$ cat src/rtl/idxbit_pkg.sv
package idxbit_pkg;

    localparam int BYTE_W = 8;

    typedef enum logic [1:0] {
        GRP_SHROT = 2'd0,
        GRP_TEST  = 2'd1,
        GRP_CLR   = 2'd2,
        GRP_SET   = 2'd3
    } grp_e;

    typedef enum logic [2:0] {
        SK_RLC = 3'd0,
        SK_RRC = 3'd1,
        SK_RL  = 3'd2,
        SK_RR  = 3'd3,
        SK_SLA = 3'd4,
        SK_SRA = 3'd5,
        SK_SLL = 3'd6,
        SK_SRL = 3'd7
    } shkind_e;

    typedef enum logic [1:0] {
        ST_IDLE  = 2'd0,
        ST_READ  = 2'd1,
        ST_WRITE = 2'd2,
        ST_FIN   = 2'd3
    } st_e;

    localparam logic [2:0] NO_COPY = 3'b110;

    typedef struct packed {
        grp_e       grp;
        logic [2:0] sel;
        logic [2:0] dst;
    } opf_t;

    typedef struct packed {
        logic sign;
        logic zero;
        logic rsv5;
        logic half;
        logic rsv3;
        logic parity;
        logic subtr;
        logic carry;
    } flags_t;

    function automatic opf_t split_op(input logic [7:0] op);
        opf_t f;
        f.grp = grp_e'(op[7:6]);
        f.sel = op[5:3];
        f.dst = op[2:0];
        return f;
    endfunction

    function automatic logic even_parity(input logic [BYTE_W-1:0] v);
        return ~(^v);
    endfunction

endpackage

$ cat src/rtl/idxbit_addr.sv
module idxbit_addr #(
    parameter int ADDR_W = 16,
    parameter int DISP_W = 8
) (
    input  logic              use_alt,
    input  logic [ADDR_W-1:0] base_a,
    input  logic [ADDR_W-1:0] base_b,
    input  logic [DISP_W-1:0] disp,
    output logic [ADDR_W-1:0] ea
);
    localparam int EXT_W = ADDR_W - DISP_W;

    logic [ADDR_W-1:0] base_sel;
    logic [ADDR_W-1:0] disp_ext;

    always_comb begin
        base_sel = use_alt ? base_b : base_a;
        disp_ext = {{EXT_W{disp[DISP_W-1]}}, disp};
        ea       = base_sel + disp_ext;
    end
endmodule

$ cat src/rtl/idxbit_alu.sv
module idxbit_alu
    import idxbit_pkg::*;
(
    input  logic              clk,
    input  logic              rst,
    input  logic [BYTE_W-1:0] din,
    input  opf_t              opf,
    input  logic              cin,
    output logic [BYTE_W-1:0] res,
    output flags_t            flg
);
    logic [BYTE_W-1:0] mask;
    logic              co;
    logic              tz;

    always_comb begin
        mask = '0;
        mask[opf.sel] = 1'b1;
        res  = din;
        co   = 1'b0;
        tz   = 1'b0;
        flg  = '0;
        unique case (opf.grp)
            GRP_SHROT: begin
                unique case (shkind_e'(opf.sel))
                    SK_RLC: begin res = {din[6:0], din[7]}; co = din[7]; end
                    SK_RRC: begin res = {din[0], din[7:1]}; co = din[0]; end
                    SK_RL:  begin res = {din[6:0], cin};    co = din[7]; end
                    SK_RR:  begin res = {cin, din[7:1]};    co = din[0]; end
                    SK_SLA: begin res = {din[6:0], 1'b0};   co = din[7]; end
                    SK_SRA: begin res = {din[7], din[7:1]}; co = din[0]; end
                    SK_SLL: begin res = {din[6:0], 1'b1};   co = din[7]; end
                    SK_SRL: begin res = {1'b0, din[7:1]};   co = din[0]; end
                    default: begin res = din; co = 1'b0; end
                endcase
                flg.sign   = res[BYTE_W-1];
                flg.zero   = (res == '0);
                flg.parity = even_parity(res);
                flg.carry  = co;
            end
            GRP_TEST: begin
                tz         = ~|(din & mask);
                flg.zero   = tz;
                flg.parity = tz;
                flg.half   = 1'b1;
                flg.sign   = din[BYTE_W-1] & mask[BYTE_W-1];
                flg.carry  = cin;
            end
            GRP_CLR: res = din & ~mask;
            GRP_SET: res = din | mask;
            default: res = din;
        endcase
    end

    AST_ONE_BIT_TOUCH: assert property (@(posedge clk) disable iff (rst)
        (opf.grp == GRP_CLR || opf.grp == GRP_SET) |-> ($countones(res ^ din) <= 1));

    AST_SLL_FILL: assert property (@(posedge clk) disable iff (rst)
        (opf.grp == GRP_SHROT && opf.sel == 3'd6) |-> res[0]);
endmodule

$ cat src/rtl/idxbit_ctrl.sv
module idxbit_ctrl
    import idxbit_pkg::*;
#(
    parameter int ADDR_W = 16
) (
    input  logic              clk,
    input  logic              rst,
    input  logic              start,
    input  logic [ADDR_W-1:0] ea_in,
    input  logic [7:0]        op_in,
    input  logic              cin_in,
    input  logic              mem_ack,
    input  logic [BYTE_W-1:0] mem_rdata,
    output opf_t              opf_q,
    output logic              cin_q,
    output logic [ADDR_W-1:0] addr_q,
    output logic [BYTE_W-1:0] data_q,
    output logic              mem_req,
    output logic              mem_we,
    output logic              busy,
    output logic              done,
    output logic              rf_we,
    output logic              flag_we
);
    st_e state;

    always_ff @(posedge clk) begin
        if (rst) begin
            state  <= ST_IDLE;
            opf_q  <= '0;
            cin_q  <= 1'b0;
            addr_q <= '0;
            data_q <= '0;
        end else begin
            unique case (state)
                ST_IDLE: if (start) begin
                    opf_q  <= split_op(op_in);
                    cin_q  <= cin_in;
                    addr_q <= ea_in;
                    state  <= ST_READ;
                end
                ST_READ: if (mem_ack) begin
                    data_q <= mem_rdata;
                    state  <= (opf_q.grp == GRP_TEST) ? ST_FIN : ST_WRITE;
                end
                ST_WRITE: if (mem_ack) state <= ST_FIN;
                ST_FIN:   state <= ST_IDLE;
                default:  state <= ST_IDLE;
            endcase
        end
    end

    always_comb begin
        mem_req = (state == ST_READ) || (state == ST_WRITE);
        mem_we  = (state == ST_WRITE);
        busy    = (state != ST_IDLE);
        done    = (state == ST_FIN);
        rf_we   = done && (opf_q.grp != GRP_TEST) && (opf_q.dst != NO_COPY);
        flag_we = done && ((opf_q.grp == GRP_SHROT) || (opf_q.grp == GRP_TEST));
    end

    AST_REQ_HOLD: assert property (@(posedge clk) disable iff (rst)
        (mem_req && !mem_ack) |=> (mem_req && mem_we == $past(mem_we) && $stable(addr_q)));

    AST_WRITE_AFTER_READ: assert property (@(posedge clk) disable iff (rst)
        $rose(mem_we) |-> $past(mem_req && !mem_we && mem_ack));

    AST_TEST_NO_WRITE: assert property (@(posedge clk) disable iff (rst)
        mem_we |-> (opf_q.grp != GRP_TEST));

    AST_DONE_PULSE: assert property (@(posedge clk) disable iff (rst)
        done |=> (!done && !busy));

    AST_IGNORE_START: assert property (@(posedge clk) disable iff (rst)
        (busy && start) |=> $stable(opf_q));
endmodule

$ cat src/rtl/idxbit_seq.sv
module idxbit_seq
    import idxbit_pkg::*;
#(
    parameter int ADDR_W = 16,
    parameter int DISP_W = 8
) (
    input  logic              clk,
    input  logic              rst,
    input  logic              start,
    input  logic              use_alt,
    input  logic [ADDR_W-1:0] ix_val,
    input  logic [ADDR_W-1:0] iy_val,
    input  logic [DISP_W-1:0] disp,
    input  logic [7:0]        opcode,
    input  logic              carry_in,
    output logic              busy,
    output logic              done,
    output logic              mem_req,
    output logic              mem_we,
    output logic [ADDR_W-1:0] mem_addr,
    output logic [BYTE_W-1:0] mem_wdata,
    input  logic [BYTE_W-1:0] mem_rdata,
    input  logic              mem_ack,
    output logic              rf_we,
    output logic [2:0]        rf_sel,
    output logic [BYTE_W-1:0] rf_wdata,
    output logic              flag_we,
    output logic [7:0]        flags_out
);
    logic [ADDR_W-1:0] ea;
    opf_t              opf_q;
    logic              cin_q;
    logic [ADDR_W-1:0] addr_q;
    logic [BYTE_W-1:0] data_q;
    logic [BYTE_W-1:0] alu_res;
    flags_t            alu_flg;

    idxbit_addr #(.ADDR_W(ADDR_W), .DISP_W(DISP_W)) u_addr (
        .use_alt (use_alt),
        .base_a  (ix_val),
        .base_b  (iy_val),
        .disp    (disp),
        .ea      (ea)
    );

    idxbit_ctrl #(.ADDR_W(ADDR_W)) u_ctrl (
        .clk       (clk),
        .rst       (rst),
        .start     (start),
        .ea_in     (ea),
        .op_in     (opcode),
        .cin_in    (carry_in),
        .mem_ack   (mem_ack),
        .mem_rdata (mem_rdata),
        .opf_q     (opf_q),
        .cin_q     (cin_q),
        .addr_q    (addr_q),
        .data_q    (data_q),
        .mem_req   (mem_req),
        .mem_we    (mem_we),
        .busy      (busy),
        .done      (done),
        .rf_we     (rf_we),
        .flag_we   (flag_we)
    );

    idxbit_alu u_alu (
        .clk  (clk),
        .rst  (rst),
        .din  (data_q),
        .opf  (opf_q),
        .cin  (cin_q),
        .res  (alu_res),
        .flg  (alu_flg)
    );

    always_comb begin
        mem_addr  = addr_q;
        mem_wdata = alu_res;
        rf_sel    = opf_q.dst;
        rf_wdata  = alu_res;
        flags_out = alu_flg;
    end

    AST_RF_MATCH: assert property (@(posedge clk) disable iff (rst)
        rf_we |-> ($past(mem_we && mem_ack) && rf_wdata == $past(mem_wdata)));

    AST_RF_NO_COPY: assert property (@(posedge clk) disable iff (rst)
        rf_we |-> (rf_sel != NO_COPY));

    AST_FLAGS_AT_END: assert property (@(posedge clk) disable iff (rst)
        flag_we |-> done);
endmodule

$ cat config.mk
export PLATFORM = sky130hd
export DESIGN_NAME = idxbit_seq
export DESIGN_NICKNAME = d
export VERILOG_FILES = /design/src/rtl/idxbit_pkg.sv /design/src/rtl/idxbit_addr.sv /design/src/rtl/idxbit_alu.sv /design/src/rtl/idxbit_ctrl.sv /design/src/rtl/idxbit_seq.sv
export SDC_FILE = /design/constraint.sdc
export NUM_CORES = 1
export LEC_CHECK = 0
export BUFFER_PORTS_ARGS = -buffer_cell sky130_fd_sc_hd__buf_4
export CAP_MARGIN = 20
export CORE_MARGIN = 5
export CORE_UTILIZATION = 50
export CTS_CLUSTER_SIZE = 14
export DETAILED_ROUTE_END_ITERATION = 12
export GPL_TIMING_DRIVEN = 0
export HOLD_SLACK_MARGIN = 0.15
export PLACE_DENSITY = 0.88
export SETUP_SLACK_MARGIN = 0.2
export SLEW_MARGIN = 10
export SYNTH_ARGS = -nofsm -noshare
export SYNTH_HDL_FRONTEND = slang
export SYNTH_SLANG_ARGS = --single-unit
$ cat constraint.sdc
create_clock -name clk -period 3.6 [get_ports clk]
set_input_delay 0.72 -clock clk [delete_from_list [all_inputs] [get_ports clk]]
set_output_delay 0.72 -clock clk [all_outputs]
set_load 0.01 [all_outputs]
==> results of run 1 <==
[flip-flops by register name, indices dropped and copies added, names as in the netlist]
register	cells
u_ctrl.addr_q	16
u_ctrl.data_q	8
u_ctrl.opf_q	8
u_ctrl.state	2
u_ctrl.cin_q	1
[worst reg2reg max path, delay by kind of cell, from the launching register on]
kind	cells	cell delay, ns
buffers and inverters	3	0.61
adder cells (fa/ha/maj)	1	0.21
flip-flops	1	0.41
AND/OR/NAND/NOR	5	0.76
[cells in the final DEF, fill, tap and decap left out, drive strengths merged, types with 2 or more instances in the layout]
cell type,netlist,final
a211oi,2,2
a21boi,3,3
a21o,5,5
a21oi,37,37
a221oi,4,4
and2,2,2
and3,4,4
buf,20,124
clkbuf,16,22
conb,1,3
dfxtp,35,35
ha,24,24
inv,8,9
mux2,16,16
mux2i,11,11
nand2,65,65
nand2b,3,3
nand3,15,15
nand4,6,6
nor2,17,17
nor2b,6,6
nor3,3,3
o2111ai,2,2
o211a,3,3
o211ai,12,12
o21a,3,3
o21ai,20,20
o21bai,3,3
o221ai,4,4
o311ai,2,2
or3,5,5
xnor2,8,8
xor2,2,2
[where the power goes]
part | switching, W | total (W) | internal (W)
clock | 0.000153 | 0.000362 | 0.000210
combinational | 0.000597 | 0.00112 | 0.000519
sequential | 0.0000689 | 0.000540 | 0.000471
total | 0.000819 | 0.00202 | 0.00120
[routing by layer]
metal  vias to the layer above  wire length, um
met4                         0              127
met1                      1470             3370
met5                         -                0
li1                       1597                -
met3                        12              785
met2                       133             4260
[metrics by stage]
step	power, W	setup slack, ns
6_report	0.00202	0.403
2_1_floorplan	0.00123	0.222
3_5_place_dp	0.00166	-0.167
4_1_cts	0.00203	0.311
5_1_grt	0.00217	0.185
3_3_place_gp	0.00163	-0.0808
[worst paths after layout]
kind / startpoint / end / slack (ns)
max reg2reg: u_ctrl.state[1] / u_ctrl.addr_q[15] / 1.49
min reg2reg: u_ctrl.addr_q[5] / u_ctrl.addr_q[5] / 0.45
min: u_ctrl.addr_q[5] / u_ctrl.addr_q[5] / 0.45
max: u_ctrl.opf_q[5] / flags_out[2] / 0.40
[what timing repair did]
action                                  4_1_cts  5_1_grt
endpoints found under the hold margin         0        0
endpoints found under the setup margin        1        2
gates resized for setup                       1        3
buffers inserted                              0        0
[cell families after synthesis]
logic type | after synthesis | share of synthesized area
other cells | 1 | 0.00127
compound gates | 110 | 0.246
flops | 35 | 0.237
buf+inv | 44 | 0.0744
mux | 27 | 0.0981
simple gates | 131 | 0.205
xor+xnor | 10 | 0.0296
fa+ha+maj | 25 | 0.108
[area by class of cell]
cell class / instances / area, um2 / share of cell area
clock inverters: 3 / 47.5 / 0.0120
well taps: 75 / 93.8 / 0.0236
multi-input cells: 306 / 2050 / 0.516
flip-flops and latches: 35 / 701 / 0.176
plain buffers: 36 / 194 / 0.0488
repair buffers: 105 / 788 / 0.199
inverters: 8 / 30.0 / 0.00756
clock buffers: 5 / 68.8 / 0.0173
==> impl_results.md, run 1 <==
- Status: complete, no violations
- RD Place Congestion: 0.910
- Hold-fix buffers, CTS: 0
- GR peak layer: met2
- DR WL/cell: 14.9 um
- Most instantiated cells after synthesis: 65 x nand2_1, 37 x a21oi_1, 35 x dfxtp_1
- Synth top area cells: dfxtp_1 24%, ha_1 10%, nand2_1 8.2%
- # setup viols final: 0
- Vias: 3212
- Actual slew at the worst max-slew pin: roughly 0.64 ns
- Setup_tns: 0 ns
- Detailed router's first-iteration violation count: ~160
- Max Cap Viol: 0
- Syn Std Cell Area: 2960 um2
- Final hold vios: 0
- ANT cells: 0
- Routed Wire Length: 8.55 mm
- Hold_ws: between 0.4 and 0.5 ns
- Share of cells above drive strength 1: 0.311
- Sink Count: 35
- Top cell type's share of synthesized area: 0.237
- Async SR Flop Fraction: 0
- Number of fill cells in the layout: 511
- Critical-path top delay cell: dfxtp_1
- Crit path DAT: 2.48 ns
- Synth Area per Inst: 7.73 um2
- Tightest Hold Check Type: reg2reg
- CP peak stage delay: approximately 0.40 ns
- Post-route antenna net violation count: 0
- Initial Util: 0.506
- Gr ovfl total: 0
- IO buf count: 105
- Hold Path Depth: 2
- Top cell family by delay on the critical path: buffers and inverters
- Critical Path RT: 2.88 ns
- Crit. path cell count: 10
- Critical path cell sequence: clkbuf_1, nand2b_1, o22ai_1, nor2_1, a21oi_1, ha_1, xor2_1, xnor2_1, o21bai_1, buf_4
- Sequential area share after synthesis: 0.237
- Post-synth EDFFs: 0
- H-tree levels: 2
- Final #Nets: 584
- Vias in the first global route: roughly 3100
- DR vias/cell: 5.61
- Die Footprint: 7560 um2
- Placed instance area: 3850 um2
- VDD IR max: approximately 0.27 mV
- Synth warn: 0
- Clock tree buffer depth: 2
- Worst relative slew slack: 0.575
- Synth-to-Final Area Change: 34.1%
- Placed cell count: 565
- Layout Cells excl Fill: 573
- Max Clock Skew: 0.00622 ns
- DPL Wire Length: 6.96 mm
- CP Capture Type: primary output
- Clock period minus worst slack: 3.20 ns
- First-pass GRT wire length: 14.0 mm
- Final Core Density: 0.679
- Clock root buffer: clkbuf_8
- Num CTS Buffers: 5
- Initial antenna violation count: 0
- Peak Freq: 0.313 GHz
- Die height: 86.9 um
- Pre-antenna DRT Iters: 4
- Worst-path clk slew: 0.08 ns
- I/O pins: 111
- Leak: 1.80 nW
- Startpoint class of the critical path: flop
- Area leader, netlist: dfxtp_1
- Post-synth cell types: 56
- Die width: between 80 and 90 um
- Register bit count reported by yosys: 35
- Synth Flop Type: dfxtp_1
- Final instance area: 3970 um2
- TritonCTS clock tree: built
- Largest net degree at the start of global routing: 14
- Crit Path Class: reg2out
- RSZ-0062 raised after global routing: yes
- # rows: 28
- Tcrit/Tclk final: 0.888
- Critical path buffer and inverter count: 2
- DRC Markers: 0
- Clk Latency, worst-skew pair: 0.29 ns
- All-Layer GR Usage: 0.226
- Met2 Usage GRT: 0.403
- Met3 Track Usage GR: 0.0558
- Met1 Use GR: 0.260
- Top-count cell post-synth: nand2_1
- Core area: 5850 um2
- Post-Syn Instances: 383
- Pwr dens: 508 nW/um2
- R2R depth: 9
- Worst Path Max Fanout: 10
- Slew Viols, Final: 0
No activity file was read; power rests on OpenSTA's default activity.
==> run 2: changes to the inputs <==
--- a/config.mk
+++ b/config.mk
@@ -5,17 +5,17 @@
 export SDC_FILE = /design/constraint.sdc
 export NUM_CORES = 1
 export LEC_CHECK = 0
+export ABC_AREA = 1
 export BUFFER_PORTS_ARGS = -buffer_cell sky130_fd_sc_hd__buf_4
 export CAP_MARGIN = 20
 export CORE_MARGIN = 5
-export CORE_UTILIZATION = 50
+export CORE_UTILIZATION = 51
 export CTS_CLUSTER_SIZE = 14
 export DETAILED_ROUTE_END_ITERATION = 12
 export GPL_TIMING_DRIVEN = 0
 export HOLD_SLACK_MARGIN = 0.15
 export PLACE_DENSITY = 0.88
 export SETUP_SLACK_MARGIN = 0.2
-export SLEW_MARGIN = 10
 export SYNTH_ARGS = -nofsm -noshare
 export SYNTH_HDL_FRONTEND = slang
 export SYNTH_SLANG_ARGS = --single-unit
==> run 2 against run 1 <==
Net effect:
- via count grew 9.7%
- critical endpoint unchanged
- wire length is 2.8% higher
- critical path type unchanged
- sequential power rose by 9.6%
- cell area rose by 4.5%
==> impl_results.md, run 2 <==
- Register Area: 701 um2 (unchanged)
- RD Place Congestion: 0.921 (+1.2%)
- Most instantiated cells after synthesis: 124 x nand2_1, 75 x inv_1, 67 x nor2_1
- Net switching power figure: 0.00104 W (+28%)
- Vias in the first global route: 3323 (+6.5%)
- ANT cells: 0 (unchanged)
- Syn Std Cell Area: 3170 um2 (+6.9%)
- Most flops, register: u_ctrl.addr_q
- Largest net degree at the start of global routing: 12 (-2)
- Initial Util: 0.528 (+0.0224)
- Max reg flops: 16 (unchanged)
- Synth warn: 0 (unchanged)
- Biggest regs: u_ctrl.addr_q (16), u_ctrl.data_q (8), u_ctrl.opf_q (8)
- Synth Flop Type: dfxtp_1
- Synth Area per Inst: 6.28 um2 (-19%)
- CP peak stage delay: 0.32 ns (-0.08 ns)
- Startpoint class of the critical path: flop
- Critical path buffer and inverter count: 4 (+2)
- VDD IR max: 0.451 mV (+69%)
- Final #Nets: 706 (+21%)
- Area leader, netlist: dfxtp_1
- Post-synth cell types: 36 (-36%)
- GR peak layer: met2
- Number of fill cells in the layout: 528 (+3.3%)
- Slew Viols, Final: 0 (unchanged)
- Met2 Usage GRT: 0.424 (+0.0207)
- H-tree levels: 2 (unchanged)
- Post-cts sizing count: 0 (-1)
- Worst-path clk slew: 0.07 ns (about the same)
- Share of cells above drive strength 1: 0.263 (-0.0483)
- Sequential area share after synthesis: 0.221 (-0.0153)
- # rows: 28 (unchanged)
- Most frequent CP cell: nand2_1
- Met3 Track Usage GR: 0.0307 (-0.0251)
- Post-Syn Instances: 504 (+32%)
- Synth top area cells: dfxtp_1 22%, nand2_1 15%, ha_1 9.5%
- Max Cap Viol: 0 (unchanged)
- Final hold vios: 0 (unchanged)
- Top-count cell post-synth: nand2_1
- Synth-to-Final Area Change: 31.0%
- Clk Latency, worst-skew pair: 0.29 ns (about the same)
- RSZ-0062 raised after global routing: no
- Top cell type's share of synthesized area: 0.221 (-0.0153)
- Post-CTS Setup Inserts: 0 (unchanged)
- Die height: 88.8 um (+2.1%)
- Max Clock Skew: 0.00527 ns (-0.000951 ns)
- Leak: 2.27 nW (+26%)
- Post-route antenna net violation count: 0 (unchanged)
- Vias: 3522 (+9.7%)
- Tightest Hold Check Type: reg2reg
- Clock period minus worst slack: 3.06 ns (-0.137 ns)
- Combinational fraction of design power: 0.631 (+0.078)
- Met1 Use GR: 0.263 (+0.00285)
- Switching share of total power: 0.443 (+0.0372)
- Tcrit/Tclk final: 0.850 (-0.0381)
- Pint: 0.00131 W (+9.5%)
- Final Power: 0.00236 W (+17%)
- All-Layer GR Usage: 0.228 (+0.00168)
- Clk pwr share: 0.118 (-0.061)
- Pre-antenna DRT Iters: 5 (+1)
- DR vias/cell: 5.07 (-9.6%)
- Clock root buffer: clkbuf_8
- Hold_ws: 0.484 ns (+0.0288 ns)
- Commonest cells after routing, fill and taps aside: 124 x nand2_1, 122 x buf_4, 75 x inv_1, 67 x nor2_1, 36 x o21ai_0
- Multi-input gate area: 1990 um2 (-2.9%)
- # setup viols final: 0 (unchanged)
- Top cell family by delay on the critical path: simple AND/OR/NAND/NOR gates
- Crit path DAT: 2.34 ns (-0.14 ns)
- Pwr dens: 568 nW/um2 (+12%)
- Detailed router's first-iteration violation count: 143 (-12%)
- Core area: 5990 um2 (+2.4%)
- Crit Path Class: reg2out
- Async SR Flop Fraction: 0 (unchanged)
- Final Core Density: 0.692 (+0.0138)
- Die Footprint: 7880 um2 (+4.3%)
- TritonCTS clock tree: built
- Initial antenna violation count: 0 (unchanged)
- IO buf count: 106 (+0.95%)
- Routed Wire Length: 8.78 mm (+2.8%)
- Critical-path top delay cell: dfxtp_1
- Status: complete, no violations
- Die width: 88.8 um (+2.1%)
- Sink Count: 35 (unchanged)
- Gr ovfl total: 0 (unchanged)
- Register bit count reported by yosys: 35 (unchanged)
- CP Capture Type: primary output
- Num CTS Buffers: 5 (unchanged)
- DR WL/cell: 12.6 um (-15%)
- Hold-fix buffers, CTS: 0 (unchanged)
- Leading cell type in the layout, fill and taps excluded: nand2_1
- DRC Markers: 0 (unchanged)
- First-pass GRT wire length: 14.4 mm (+2.8%)
- Setup_tns: 0 ns (unchanged)
- I/O pins: 111 (unchanged)
- Critical Path RT: 2.88 ns (about the same)
- DPL Wire Length: 7.38 mm (+6.0%)
- Peak Freq: 0.327 GHz (+4.5%)
- Post-synth EDFFs: 0 (unchanged)
- Seq pwr share: 0.251 (-0.017)
- Clock tree buffer depth: 2 (unchanged)
- Worst Path Max Fanout: 9 (-1)
- Critical path cell sequence: buf_4, inv_2, nor2_1, nand2_1, nand4_1, nand2_1, nand2_1, inv_1, ha_1, xor2_1, a21oi_1, o21ai_0, nand2_1, buf_4
## run 2: cell types whose count changed in the layout (fill, tap and decap cells not counted), moves of 6 or more
cell      delta
clkbuf_1    -10
mux2i_1     -11
nand2_1     +59
o21ai_0     +17
nand3_1     +10
inv_1       +67
nor2b_1      -6
a21oi_1     -15
nor2_1      +51
## run 2: metrics by stage
stage / area, um2 / setup WS [ns] / std cells
floorplan: 3170 / 0.997 / 506
global placement: 4060 / 0.795 / 687
detailed placement: 4060 / 0.726 / 687
CTS: 4150 / 0.578 / 695
global route: 4150 / 0.313 / 695
finish: 4150 / 0.540 / 695
## run 2: worst paths after layout
kind                   start              end  slack [ns]  cells after the start
max          u_ctrl.opf_q[3]     flags_out[2]        0.54                     14
min          u_ctrl.opf_q[0]  u_ctrl.opf_q[0]        0.48                      2
max reg2reg  u_ctrl.state[0]  u_ctrl.opf_q[2]        2.03                      7
min reg2reg  u_ctrl.opf_q[0]  u_ctrl.opf_q[0]        0.48                      2
## run 2: cells by family (layout without fill, tap and decap cells)
kind of cell,Yosys count,count (layout),share of synthesized area
flip-flops,35,35,0.221
AO/OA/AOI/OAI,80,80,0.142
multiplexers,15,15,0.0534
AND/OR/NAND/NOR,232,232,0.303
adder cells (fa/ha/maj),25,25,0.101
XOR/XNOR,9,9,0.0249
buffers and inverters,107,221,0.153
other,1,3,0.00118
## run 2: power groups by stage
stage	clock network (W)	logic [W]	registers (W)
after floorplan	0	0.000914	0.000599
after global placement	0	0.00146	0.000594
after detailed placement	0	0.00149	0.000597
after CTS	0.000284	0.00149	0.000589
after global routing	0.000303	0.00167	0.000604
final	0.000278	0.00149	0.000592
## run 2: per-layer routing
metal	vias up	routed length [um]	share of wire
met4	0	176	0.020
met3	13	572	0.065
met2	111	4460	0.51
met5	-	0	0
met1	1581	3580	0.41
li1	1817	-	-
## run 2: final cells by class
| cell class | count | area share |
|---|---|---|
| Buffer | 29 | 0.0462 |
| Clock buffer | 6 | 0.0175 |
| Clock inverter | 2 | 0.00302 |
| Inverter | 78 | 0.0706 |
| Multi-Input combinational cell | 364 | 0.479 |
| Sequential cell | 35 | 0.169 |
| Tap cell | 75 | 0.0226 |
| Timing Repair Buffer | 106 | 0.192 |
## run 2: worst min-delay path, cell delays in order (launching register included)
cell     delay (ns)
dfxtp_1        0.31
inv_1          0.07
a21oi_1        0.06
